===== src/rtl/eth_rx_addr_filter.sv =====
module eth_rx_addr_filter #(
  parameter int ADDR_BYTES    = 6,
  parameter int FILTER_BITS   = 64,
  parameter int REJECT_WINDOW = 64,
  parameter int POS_W         = 7
) (
  input  logic                    clk,
  input  logic                    rst_n,
  input  logic                    rx_valid,
  input  logic [7:0]              rx_byte,
  input  logic [POS_W-1:0]        rx_pos,
  input  logic [8*ADDR_BYTES-1:0] station_addr,
  input  logic [FILTER_BITS-1:0]  hash_filter,
  input  logic                    cfg_promisc,
  input  logic                    cfg_no_bcast,
  input  logic                    cfg_no_ucast,
  input  logic                    cfg_ext_en,
  input  logic                    ext_reject,
  output logic                    decision_valid,
  output logic                    accept,
  output logic                    match_phys,
  output logic                    match_hash,
  output logic                    match_bcast
);

  localparam int IDX_W = $clog2(FILTER_BITS);
  localparam logic [31:0] POLY = 32'h04C1_1DB7;
  localparam logic [POS_W-1:0] LAST_POS = POS_W'(ADDR_BYTES - 1);
  localparam logic [POS_W-1:0] ADDR_LIM = POS_W'(ADDR_BYTES);
  localparam logic [POS_W-1:0] WIN_LIM  = POS_W'(REJECT_WINDOW);

  function automatic logic [31:0] crc_step(input logic [31:0] c, input logic [7:0] b);
    logic [31:0] r;
    r = c;
    for (int i = 0; i < 8; i++) begin
      if (r[31] ^ b[i]) r = {r[30:0], 1'b0} ^ POLY;
      else              r = {r[30:0], 1'b0};
    end
    return r;
  endfunction

  logic        addr_eq, all_ones, grp, rejected, done;
  logic [31:0] crc;
  logic [7:0]  sa_byte;

  wire first   = rx_valid && (rx_pos == '0);
  wire in_addr = rx_valid && (rx_pos < ADDR_LIM);
  wire rej_now = cfg_ext_en && ext_reject && rx_valid && (rx_pos < WIN_LIM);

  always_comb begin
    sa_byte = '0;
    for (int i = 0; i < ADDR_BYTES; i++)
      if (rx_pos == POS_W'(i)) sa_byte = station_addr[8*i +: 8];
  end

  wire [31:0] crc_next = crc_step(first ? 32'hFFFF_FFFF : crc, rx_byte);

  always_ff @(posedge clk or negedge rst_n) begin
    if (!rst_n) begin
      addr_eq  <= 1'b0;
      all_ones <= 1'b0;
      grp      <= 1'b0;
      done     <= 1'b0;
      crc      <= '1;
    end else if (in_addr) begin
      addr_eq  <= (first || addr_eq) && (rx_byte == sa_byte);
      all_ones <= (first || all_ones) && (rx_byte == 8'hFF);
      grp      <= first ? rx_byte[0] : grp;
      crc      <= crc_next;
      done     <= (rx_pos == LAST_POS);
    end
  end

  always_ff @(posedge clk or negedge rst_n) begin
    if (!rst_n) rejected <= 1'b0;
    else        rejected <= (rejected && !first) || rej_now;
  end

  wire [IDX_W-1:0] hash_idx = crc[31 -: IDX_W];
  wire hash_sel  = hash_filter[hash_idx];
  wire bcast_hit = all_ones && !cfg_no_bcast;
  wire phys_hit  = !grp && addr_eq && !cfg_no_ucast;
  wire hash_hit  = grp && hash_sel && !bcast_hit;
  wire pass      = done && !rejected;

  assign decision_valid = done;
  assign accept      = pass && (cfg_promisc || cfg_ext_en || phys_hit || bcast_hit || hash_hit);
  assign match_phys  = pass && phys_hit;
  assign match_hash  = pass && hash_hit;
  assign match_bcast = pass && bcast_hit;

  AST_ONE_CAUSE: assert property (@(posedge clk) disable iff (!rst_n)
    $countones({match_phys, match_hash, match_bcast}) <= 1);
  AST_CAUSE_NEEDS_ACCEPT: assert property (@(posedge clk) disable iff (!rst_n)
    (match_phys || match_hash || match_bcast) |-> accept);
  AST_BCAST_DISABLED: assert property (@(posedge clk) disable iff (!rst_n)
    cfg_no_bcast |-> !match_bcast);
  AST_UCAST_DISABLED: assert property (@(posedge clk) disable iff (!rst_n)
    cfg_no_ucast |-> !match_phys);
  AST_PROMISC_ACCEPT: assert property (@(posedge clk) disable iff (!rst_n)
    (decision_valid && cfg_promisc && !cfg_ext_en) |-> accept);
  AST_DECIDE_AFTER_LAST: assert property (@(posedge clk) disable iff (!rst_n)
    (rx_valid && rx_pos == LAST_POS) |=> decision_valid);
  AST_CLEAR_ON_START: assert property (@(posedge clk) disable iff (!rst_n)
    (rx_valid && rx_pos == '0) |=> !decision_valid);
  AST_QUIET_UNDECIDED: assert property (@(posedge clk) disable iff (!rst_n)
    !decision_valid |-> !accept);
  AST_REJECT_WINS: assert property (@(posedge clk) disable iff (!rst_n)
    (cfg_ext_en && ext_reject && rx_valid && rx_pos != '0 && rx_pos < WIN_LIM) |=> !accept);

endmodule


===== config.mk =====
export PLATFORM = sky130hd
export DESIGN_NAME = eth_rx_addr_filter
export DESIGN_NICKNAME = d
export VERILOG_FILES = /design/src/rtl/eth_rx_addr_filter.sv
export SDC_FILE = /design/constraint.sdc
export NUM_CORES = 1
export LEC_CHECK = 0
export BUFFER_PORTS_ARGS = -buffer_cell sky130_fd_sc_hd__buf_2
export CAP_MARGIN = 20
export CORE_MARGIN = 1.5
export CORE_UTILIZATION = 35
export CTS_BUF_LIST = sky130_fd_sc_hd__clkbuf_8
export CTS_CLUSTER_DIAMETER = 120
export DETAILED_ROUTE_END_ITERATION = 12
export GPL_TIMING_DRIVEN = 0
export MAX_ROUTING_LAYER = met4
export PLACE_DENSITY = 0.59
export SETUP_SLACK_MARGIN = 0.2
export SYNTH_ARGS = -nofsm -noshare
export SYNTH_HDL_FRONTEND = slang
export SYNTH_SLANG_ARGS = --single-unit

===== constraint.sdc =====
create_clock -name clk -period 4.5 [get_ports clk]
set_clock_uncertainty 0.15 [all_clocks]
set_input_delay 0.45 -clock clk [delete_from_list [all_inputs] [get_ports clk]]
set_output_delay 0.45 -clock clk [all_outputs]
set_load 0.01 [all_outputs]

==> flow_summary.rst <==
.. list-table::
   :header-rows: 1

   * - Metric
     - Value
   * - Outcome
     - finished, final reports clean
   * - DP Worst Slack
     - 1150 ps
   * - Series of cell instances along the critical path
     - buf_1 > mux4_2 > mux4_2 > or2_2 > a41oi_1 > a31oi_1 > buf_2
   * - Yosys warns
     - 0
   * - Area enclosed by the die boundary
     - 0.0116 mm^2
   * - Total iterations of the first detailed-routing run
     - 4
   * - Post-CTS setup buffer count
     - 0
   * - Violation count after the first detailed-routing iteration
     - 121
   * - Setup total negative slack
     - 0 ps
   * - Clock latency on the worst-skew pair
     - 300 ps
   * - Total Wirelength
     - 10900 um
   * - GR Util met1
     - 0.251
   * - Aggregate global-route resource usage
     - 0.208
   * - Horiz. Die Dim
     - 108 um
   * - Total area of sequential cells
     - 966 um^2
   * - Rows
     - 38
   * - CP top delay family
     - multiplexers
   * - Crit. End Element
     - primary output
   * - Max-slew violation count
     - 0
   * - Post-layout total power
     - 3600 uW
   * - Transition at the pin with the smallest max-transition slack
     - 853 ps
   * - Maximum single-stage delay on the critical path
     - 580 ps
   * - Max H-tree Level
     - 2
   * - Worst supply voltage drop on vdd
     - 0.000308 V
   * - Via count of the first global-routing pass
     - 3528
   * - Hold WC Path Type
     - in -> async
   * - Residual antenna-violating net count after detailed routing
     - 0
   * - Gate count of the mapped netlist
     - 380
   * - Seq/Total Area, Yosys
     - 0.252
   * - Initial cell density of the core
     - 0.357
   * - Time the worst path needs with I/O delays and setup
     - 3650 ps
   * - Global-route wire length before repair
     - 17900 um
   * - Global-route met3 utilization
     - 0.0230
   * - Buffers and inverters on the worst path
     - 2
   * - Clock buffer count from CTS
     - 5
   * - Count of flip-flops with a built-in enable after synthesis
     - 0
   * - Commonest register cell after synthesis
     - sky130_fd_sc_hd__dfstp_2
   * - Setup repair after global routing missed its margin
     - no
   * - Routability Congestion
     - 0.844
   * - Power per cell area
     - 750 mW/mm^2
   * - Final Cycle Share
     - 0.812
   * - Critical setup path kind
     - reg -> out
   * - Area of combinational cells with multiple inputs
     - 0.00270 mm^2
   * - # Max-Cap Violations
     - 0
   * - Max_slew headroom
     - 0.431
   * - Synthesized area divided by synthesized cell count
     - 10.1 um^2
   * - Placement-stage cell area
     - 0.00467 mm^2
   * - Share of layout cells above drive strength 1
     - 0.446
   * - Post-layout net count
     - 654
   * - Number of cells traversed by the worst register-to-register path
     - 9
   * - Pin count of the biggest net entering global routing
     - 38
   * - HPWL after detailed placement
     - 8660 um
   * - Crit start category
     - flop
   * - Number of unique standard cell types used by synthesis
     - 53
   * - Final hold viol count
     - 0
   * - Floorplan Core Area
     - 0.0107 mm^2
   * - Longest Clk Path Bufs
     - 2
   * - Total number of clock tree sinks
     - 37
   * - Post-synth ARST share
     - 1.00
   * - Detailed-route via count
     - 3314
   * - # port buffers
     - 132
   * - Final-report setup violation count
     - 0
   * - Crit Path Max Fanout
     - 10
   * - Commonest cells after routing, fill and taps aside
     - sky130_fd_sc_hd__buf_2, sky130_fd_sc_hd__xnor2_1, sky130_fd_sc_hd__nand2_1
   * - Post-synthesis instance area
     - 0.00383 mm^2
   * - Stages on worst setup path
     - 7
   * - Detailed-route wire length per cell
     - 16.6 um
   * - Detailed-route DRC error count
     - 0
   * - Number of diodes added for antenna fixing
     - 0
   * - Most common cell after layout, fill and taps aside
     - sky130_fd_sc_hd__buf_2
   * - Die Height
     - 108 um
   * - Minimum setup slack in the final design
     - 847 ps
   * - Maximum operating frequency
     - 274 MHz
   * - Grt met2 use
     - 0.374
   * - Finished layout cell area
     - 0.00480 mm^2
   * - Detail-routed via count per cell
     - 5.02
   * - Master cell of the clock root buffer
     - sky130_fd_sc_hd__clkbuf_8
   * - Flip-flop and latch count after synthesis
     - 37
   * - Clock edge transition at the registers on the reported setup and hold paths
     - 80 ps
   * - Cell leakage power
     - 0.00203 uW
   * - IO Pins
     - 140
   * - CP Data Required Time
     - 3900 ps
   * - Total global routing overflow
     - 0
   * - Gr busiest metal
     - met2
   * - Count of filler cells inserted in the layout
     - 1097
   * - Layout Area Growth over Synthesis
     - 25.3%
   * - Count of instances resized after the clock tree is built
     - 0
   * - Initial antenna violation count
     - 0
   * - Post-Syn Nets
     - 515
   * - Clock tree from TritonCTS
     - built
   * - Crit path arrival time
     - 3050 ps
   * - Number of hold buffers added after cts
     - 0
   * - Slowest stage cell, crit path
     - sky130_fd_sc_hd__dfstp_2
   * - Cell with the most instances on the worst path
     - sky130_fd_sc_hd__mux4_2
Yosys cell counts (all sizes together) (2+ instances only):
library cell	n	area share
mux2i	13	0.034
and2	2	0.0033
nand4	4	0.0065
xor2	24	0.060
nand2	46	0.047
o21ai	35	0.047
nand2b	2	0.0033
mux4	26	0.15
a2bb2oi	2	0.0046
nor2b	2	0.0033
xnor2	75	0.19
dfstp	32	0.22
o211ai	2	0.0039
xnor3	3	0.018
a21oi	11	0.016
o22a	2	0.0046
buf	18	0.028
mux2	7	0.021
nor2	27	0.026
and3	2	0.0033
dfrtp	5	0.033
o21a	2	0.0039
clkbuf	14	0.014
o2bb2ai	2	0.0046
xor3	2	0.012
nor3	4	0.0052
per-layer routing:
metal	share of wire	vias to the layer above
met5	0	-
met2	0.53	94
met4	0.010	0
li1	-	1604
met3	0.040	15
met1	0.42	1601
through the flow:
stage,hold slack [ps],utilization,std cells
floorplan,4.41,-,380
CTS,136,0.447,660
detailed placement,311,0.435,652
global placement,302,0.435,652
global route,154,0.447,660
finish,110,0.447,660
sequential cells by signal, summed over array words and instances, names as in the netlist:
name / count
crc: 32
addr_eq: 1
all_ones: 1
decision_valid: 1
grp: 1
rejected: 1
area by class of cell:
class / instances / share of cell area
Buffer: 32 / 0.0336
Tap cell: 140 / 0.0365
Clock buffer: 5 / 0.0143
Timing Repair Buffer: 132 / 0.138
Sequential cell: 37 / 0.201
Clock inverter: 3 / 0.0135
Multi-Input combinational cell: 309 / 0.562
Inverter: 2 / 0.00156
worst paths after layout:
path / to / slack [ps] / startpoint
hold reg to reg: crc[8]$_DFFE_PN1P_ / 310 / crc[8]$_DFFE_PN1P_
setup reg to reg: crc[4]$_DFFE_PN1P_ / 1880 / crc[26]$_DFFE_PN1P_
hold / removal: all_ones$_DFFE_PN0P_ / 110 / rst_n
max in group asynchronous: addr_eq$_DFFE_PN0P_ / 3560 / rst_n
min in group clk: rejected$_DFF_PN0_ / 310 / ext_reject
setup / recovery: accept / 850 / crc[28]$_DFFE_PN1P_
report_power, final:
part | internal [uW] | switching [uW] | total (uW)
registers | 565 | 92.9 | 658
clock network | 220 | 131 | 352
logic | 1380 | 1220 | 2590
logic make-up after synthesis:
logic type             count (synthesis)  synth area share
AO/OA/AOI/OAI                         64             0.102
AND/OR/NAND/NOR                       95             0.116
multiplexers                          46             0.209
XOR/XNOR                             104             0.278
buffers and inverters                 34            0.0441
flip-flops                            37             0.252
(Power assumes the default switching activity.)
